## config.mk

```make
export PLATFORM = sky130hd
export DESIGN_NAME = stlane_top
export DESIGN_NICKNAME = d
export VERILOG_FILES = /design/src/rtl/stlane_pkg.sv /design/src/rtl/stlane_control.sv /design/src/rtl/stlane_datapath.sv /design/src/rtl/stlane_top.sv
export SDC_FILE = /design/constraint.sdc
export NUM_CORES = 1
export LEC_CHECK = 0
export BUFFER_PORTS_ARGS = -buffer_cell sky130_fd_sc_hd__buf_2
export CAP_MARGIN = 15
export CORE_UTILIZATION = 46
export CTS_CLUSTER_DIAMETER = 80
export CTS_CLUSTER_SIZE = 10
export DETAILED_ROUTE_END_ITERATION = 8
export PLACE_DENSITY = 0.73
export SETUP_SLACK_MARGIN = 0.02
export SYNTH_ARGS = -nofsm -noshare
export SYNTH_HDL_FRONTEND = slang
export SYNTH_SLANG_ARGS = --single-unit
```

## constraint.sdc

```tcl
create_clock -name clk -period 2.2 [get_ports clk]
set_clock_uncertainty 0.05 [all_clocks]
set_input_delay 0.33 -clock clk [delete_from_list [all_inputs] [get_ports clk]]
set_output_delay 0.33 -clock clk [all_outputs]
set_load 0.005 [all_outputs]
```

## src/rtl/stlane_pkg.sv

```systemverilog
package stlane_pkg;

  typedef enum logic [2:0] {
    OP_WORD  = 3'd0,
    OP_BYTE  = 3'd1,
    OP_HALF  = 3'd2,
    OP_LEFT  = 3'd3,
    OP_RIGHT = 3'd4
  } storeOp_e;

  localparam int unsigned OP_LAST = 4;

  // Strobes from control to datapath
  typedef struct packed {
    logic loadBus;    // capture lane-shifted word and enables this edge
    logic commitReg;  // bus write in progress: register takes the bus word
  } laneStrobes_t;

endpackage

```

## src/rtl/stlane_control.sv

```systemverilog
module stlane_control
  import stlane_pkg::*;
#(
  parameter int unsigned LANES = 4,
  localparam int unsigned OFF_W = $clog2(LANES)
) (
  input  logic             clk,
  input  logic             rstN,
  input  logic             reqValid,
  input  logic [2:0]       reqOp,
  input  logic [OFF_W-1:0] reqOffset,
  output laneStrobes_t     strobes,
  output logic             busWrite,
  output logic             addrErr
);

  logic knownOp;
  logic misaligned;
  logic acceptNow;
  logic faultNow;

  always_comb begin
    knownOp    = (32'(reqOp) <= OP_LAST);
    misaligned = 1'b0;
    case (storeOp_e'(reqOp))
      OP_WORD: misaligned = (reqOffset != '0);
      OP_HALF: misaligned = reqOffset[0];
      default: misaligned = 1'b0;
    endcase
    acceptNow = reqValid && knownOp && !misaligned;
    faultNow  = reqValid && knownOp && misaligned;
  end

  always_ff @(posedge clk) begin
    if (!rstN) begin
      busWrite <= 1'b0;
      addrErr  <= 1'b0;
    end else begin
      busWrite <= acceptNow;
      addrErr  <= faultNow;
    end
  end

  always_comb begin
    strobes.loadBus   = acceptNow;
    strobes.commitReg = busWrite;
  end

endmodule

```

## src/rtl/stlane_datapath.sv

```systemverilog
module stlane_datapath
  import stlane_pkg::*;
#(
  parameter int unsigned DATA_W = 32,
  localparam int unsigned LANES = DATA_W / 8,
  localparam int unsigned OFF_W = $clog2(LANES),
  localparam int unsigned SHIFT_W = OFF_W + 3
) (
  input  logic              clk,
  input  logic              rstN,
  input  laneStrobes_t      strobes,
  input  logic [2:0]        reqOp,
  input  logic [OFF_W-1:0]  reqOffset,
  input  logic [DATA_W-1:0] reqSrc,
  output logic [DATA_W-1:0] busData,
  output logic [LANES-1:0]  busByteEn,
  output logic [DATA_W-1:0] regValue
);

  logic [SHIFT_W-1:0] upBits;
  logic [SHIFT_W-1:0] downBits;
  logic [OFF_W-1:0]   downLanes;
  logic [DATA_W-1:0]  laneUp;
  logic [DATA_W-1:0]  laneDown;
  logic [DATA_W-1:0]  nextData;
  logic [LANES-1:0]   nextEn;
  logic [DATA_W-1:0]  mmioReg;

  // Lane shifters
  always_comb begin
    upBits    = {reqOffset, 3'b000};
    downLanes = OFF_W'(LANES - 1) - reqOffset;
    downBits  = {downLanes, 3'b000};
    laneUp    = reqSrc << upBits;
    laneDown  = reqSrc >> downBits;
    case (storeOp_e'(reqOp))
      OP_WORD:  nextData = reqSrc;
      OP_BYTE:  nextData = laneUp;
      OP_HALF:  nextData = laneUp;
      OP_LEFT:  nextData = laneDown;
      OP_RIGHT: nextData = laneUp;
      default:  nextData = '0;
    endcase
  end

  // Per-lane enable decode
  for (genvar lane = 0; lane < LANES; lane++) begin : gLaneEn
    localparam logic [OFF_W-1:0] LANE_IDX = OFF_W'(lane);
    always_comb begin
      case (storeOp_e'(reqOp))
        OP_WORD:  nextEn[lane] = 1'b1;
        OP_BYTE:  nextEn[lane] = (LANE_IDX == reqOffset);
        OP_HALF:  nextEn[lane] = (LANE_IDX[OFF_W-1:1] == reqOffset[OFF_W-1:1]);
        OP_LEFT:  nextEn[lane] = (LANE_IDX <= reqOffset);
        OP_RIGHT: nextEn[lane] = (LANE_IDX >= reqOffset);
        default:  nextEn[lane] = 1'b0;
      endcase
    end
  end

  // Bus stage
  always_ff @(posedge clk) begin
    if (!rstN) begin
      busData   <= '0;
      busByteEn <= '0;
    end else if (strobes.loadBus) begin
      busData   <= nextData;
      busByteEn <= nextEn;
    end else begin
      busData   <= '0;
      busByteEn <= '0;
    end
  end

  // Register ignores byte enables: whole word is captured
  always_ff @(posedge clk) begin
    if (!rstN) begin
      mmioReg <= '0;
    end else if (strobes.commitReg) begin
      mmioReg <= busData;
    end
  end

  assign regValue = mmioReg;

endmodule

```

## src/rtl/stlane_top.sv

```systemverilog
module stlane_top
  import stlane_pkg::*;
#(
  parameter int unsigned DATA_W = 32,
  localparam int unsigned LANES = DATA_W / 8,
  localparam int unsigned OFF_W = $clog2(LANES)
) (
  input  logic              clk,
  input  logic              rstN,
  input  logic              reqValid,
  input  logic [2:0]        reqOp,
  input  logic [OFF_W-1:0]  reqOffset,
  input  logic [DATA_W-1:0] reqSrc,
  output logic [DATA_W-1:0] busData,
  output logic [LANES-1:0]  busByteEn,
  output logic              busWrite,
  output logic              addrErr,
  output logic [DATA_W-1:0] regValue
);

  laneStrobes_t strobes;

  stlane_control #(.LANES(LANES)) ctrl (
    .clk       (clk),
    .rstN      (rstN),
    .reqValid  (reqValid),
    .reqOp     (reqOp),
    .reqOffset (reqOffset),
    .strobes   (strobes),
    .busWrite  (busWrite),
    .addrErr   (addrErr)
  );

  stlane_datapath #(.DATA_W(DATA_W)) dp (
    .clk       (clk),
    .rstN      (rstN),
    .strobes   (strobes),
    .reqOp     (reqOp),
    .reqOffset (reqOffset),
    .reqSrc    (reqSrc),
    .busData   (busData),
    .busByteEn (busByteEn),
    .regValue  (regValue)
  );

endmodule

```

Word level (Yosys, flattened, before mapping) --
Cells that the tools add are included.
Storage, ports and cells: word-level logic and storage cells 40, register bits after elaboration 70, output and inout bits 70
Operators by class: $lt $le $gt $ge 9, equal/unequal tests 7, $add $sub $neg 1, bitwise gates (word level) 1, reduce and logical (&&, ||, !) cells 9, muxes and demuxes 6, shift-type cells 2
Operators by type and width (count):
- $pmux 32 s3 | 1
- $shl 32x5->32 | 1
- $shr 32x5->32 | 1
- $pmux 1 s5 | 4
- $eq 3x2->1 const B | 2
- $eq 2x2->1 const A | 2
- $ge 1x2->1 const A | 2
- $ge 2x2->1 const A | 2
- $le 1x2->1 const A | 2
- $le 2x2->1 const A | 2
- $eq 3x1->1 const B | 1
- $eq 3x3->1 const B | 1
- $le 3x3->1 const B | 1
- $logic_and 1x1->1 | 3
- $logic_not 3->1 | 1
- $reduce_or 3->1 | 1
- $eq 1x2->1 const A | 1
- $logic_not 2->1 | 1
- $pmux 1 s2 | 1
- $reduce_and 2->1 | 1
- $reduce_bool 2->1 | 1
- $sub 2x2->2 const A | 1
- $logic_not 1->1 | 1
- $not 1->1 | 1

Longest topological paths before layout --
depth in word-level cells 5, gate-level depth with buffers 7

Cells and area by module --
Synthesis repeated with hierarchy kept, for this count alone.
Second synthesis, totals: cell total of the unflattened synthesis 323, area, all modules 3281.9 µm²
Modules (own cells, without submodules):
- stlane_datapath | sequential area each 1361.3 µm², area each 3181.8 µm², cells an instance 311, times used 1
- stlane_control | sequential area each 40.0 µm², area each 100.1 µm², cells an instance 12, times used 1

Least setup slack after synthesis --
OpenSTA, ideal clock, no wires.
kind input -> register, start input reqOffset[0], end register dp.busData[30], library setup time 117 ps, path buffers 1, path slack 678 ps, data arrival time 1355 ps, stages 5, path through buf_2 > mux2_2 > mux2_2 > a22oi_1 > nor2_1
Between the ends: cells in the longest elaborated chain, start to end 5, elaborated cells between the ends (all ways) 9, those cells by class add/sub (1); shift (2); mux (2); reduce/logical (4)
RTL lines:
- start: declaration | RTL line stlane_top.sv:12 | input logic [OFF_W-1:0] reqOffset,
- parallel branches: the longest is 5 deep, another holds $sub 2x2->2
- end signal: assignment | RTL line stlane_datapath.sv:67 | busData <= nextData;
- end: declaration | RTL line stlane_datapath.sv:15 | output logic [DATA_W-1:0] busData,
Several ways; the timed one is not identified. A chain may end at the register's enable or synchronous reset.

Worst setup path in the final report --
start input reqOffset[1], end register dp.busData[5]
Same word-level chain as after synthesis.

==> results.ini <==
[synth]
ys_seq_elements = 70
synth.distinct_cells = 41
synth_largest_area_cell = dfxtp_1
ys_warn_count = 0
synth_nets = 380
synth_edf_count = 0
synth_top_flop_cell = dfxtp_1
ys_seq_area_share_pct = 40.9
synthTopCellsByArea = dfxtp_1, mux2i_1, mux2_2
synth_cells = 340
syn_avg_cell_area_sq_um = 10.1
synthTopCellsByCount = dfxtp_1, mux2i_1, nor2_1
yosysMostFrequentCell = dfxtp_1
synth_top_area_share_pct = 40.9
ys_async_sr_fraction_pct = 0
netlist_area_sq_um = 3430

[route]
drtAntennaViolNets = 0
drt-total-wl_microns = 8610
vias = 2996
drc = 0
vias_per_cell = 5.52
avgRoutedWirePerCell_microns = 15.9
firstDrtPassIters = 6
drt_first_iter_violations = 176

[worst_setup_path]
worst_setup_path_start_kind = input pin
critPathMaxFanout = 22
critPathKind = input pin to register
end_kind = register
cp.arrival_ns = 1.78
crit_required_ns = 2.38

[place]
dp_hpwl_microns = 6120
portBuffers = 109
pre_cts_slack_ns = 0.295
routabilityCongestion = 0.823

[sta]
slew_headroom_pct = 45.1
slew_violations = 0
setup_violations = 0
finalCritPeriodShare_pct = 73.0
hold_violations = 0
fin_crit_ns = 1.61
worstMarginPinSlew_ns = 0.822
rsz0062_at_grt = no
setup_ws_ns = 0.594
setup-tns-final_ns = 0
max_freq_mhz = 623

[pwr]
switchingPower_mw = 0.714
internal-power_mw = 1.92
combPwrFrac_pct = 16.0
p_clk_share_pct = 34.7
p_leak_nw = 1.80
seqPwrFrac_pct = 49.4
power.density_nw_per_um2 = 625
swShare_pct = 27.1
ir_drop_mv = 0.287

[floorplan]
core_area_sq_um = 7210
dieArea_sq_um = 7800
start_util_pct = 47.5
die_x_microns = 88.3
io_pins = 110
die_h_microns = 88.3
rows = 31

[clock_network]
insertion_delay_ns = 0.34
cts_tree = built
htree_levels = 3
cts_inserted_buffers = 9
cts_sinks = 70
postCtsSetupRepairBufs = 0
clockRootBuffer = clkbuf_8
hold_buffers = 0
clk_pin_slew_worst_paths_ns = 0.07
clockBufferDepth = 2
ctsResizeCount = 0

[grt]
grt_use_met3_pct = 4.85
busiest_layer = met2
antenna_found_initial = 0
grt_start_max_net_pins = 34
grtUsageTotal_pct = 22.2
grt_pass1_vias = 2727
grt_pass1_wl_microns = 13200
grt-ovfl-total = 0
grt_use_met2_pct = 33.6
use_met1_pct = 30.1

[layout]
diodes = 0
nets = 479
area_growth_pct = 23.1
drive_gt1_share_pct = 37.4

[flow_run]
cap_viol_max_count = 0

[status]
outcome = finished clean

[hold_path]
worst_hold_path_type = input pin to register

==> power groups by stage <==
stage | logic, mW | registers, mW | clock network [mW]
2_1_floorplan | 0.286 | 1.33 | 0
3_3_place_gp | 0.407 | 1.33 | 0
3_5_place_dp | 0.415 | 1.33 | 0
4_1_cts | 0.416 | 1.30 | 0.945
5_1_grt | 0.460 | 1.30 | 1.00
6_report | 0.421 | 1.30 | 0.914
==> cells in the final DEF, fill, tap and decap left out, types with 2 or more instances in the layout <==
cell type,Yosys,routed
o21ai_0,2,2
a2bb2oi_1,2,2
a222oi_1,8,8
mux2i_1,48,48
nand2_1,2,2
clkinv_4,0,2
a21oi_1,10,10
nor2b_1,35,35
nand4b_1,2,2
nor2_1,41,41
buf_4,5,6
inv_1,3,3
mux2_2,24,24
dfxtp_1,70,69
nand2b_1,2,2
buf_12,0,4
a221oi_1,8,8
a22oi_1,16,16
clkbuf_8,0,10
o2bb2ai_1,7,7
a211oi_1,9,9
buf_2,13,109
clkinv_2,0,2
==> final timing paths <==
path | startpoint | endpoint | slack [ns] | cells after the start
max reg2reg | ctrl.busWrite | dp.regValue[14] | 0.95 | 3
min reg2reg | dp.regValue[6] | dp.regValue[6] | 0.46 | 2
min | reqSrc[2] | dp.busData[2] | 0.23 | 3
max | reqOffset[1] | dp.busData[5] | 0.59 | 5
==> area by class of cell <==
cell class                      count  area (sq um)
Clock buffer                       11           141
Clock inverter                      5          35.0
Fill cell                         648          3000
Inverter                            3          11.3
Multi-Input combinational cell    236          1830
Sequential cell                    70          1400
Tap cell                           99           124
Timing Repair Buffer              119           671
==> registers in the layout (all words and copies together) (netlist names) <==
name	flops
dp.regValue	32
ctrl.addrErr	1
ctrl.busWrite	1
dp.busData	32
dp.busByteEn	4
==> critical path: stages <==
cell     delay, ns
buf_2         0.38
nor4_1        0.12
or3_1         0.58
a22oi_1       0.29
nor2_1        0.07
==> metal layers <==
| layer | part of all wire (%) | routed length, microns |
|---|---|---|
| met3 | 6.9 | 594 |
| met1 | 44 | 3780 |
| met5 | 0 | 0 |
| met2 | 47 | 4040 |
| met4 | 2.3 | 202 |
==> through the flow <==
step	std cells	hold WS (ns)	total power [mW]	instance area, sq um	util [%]
finish	543	0.225	2.64	4220	58.4
global route	543	0.231	2.77	4220	58.4
CTS	543	0.199	2.66	4220	58.4
detailed placement	527	0.446	1.75	4040	56.0
global placement	527	0.439	1.74	4040	56.0
floorplan	340	0.408	1.61	3430	-
==> logic make-up (layout without fill, tap and decap cells) <==
family	after synthesis	in the layout	share of synthesized area, %
and+or+nand+nor	91	91	13.8
buffers and inverters	34	138	5.62
muxes	72	72	21.9
adders and majority gates	1	1	0.292
DFF	70	70	40.9
AOI/OAI and AO/OA	71	71	16.7
xor gates and xnor gates	1	1	0.804
No activity file was read; power rests on OpenSTA's default activity.
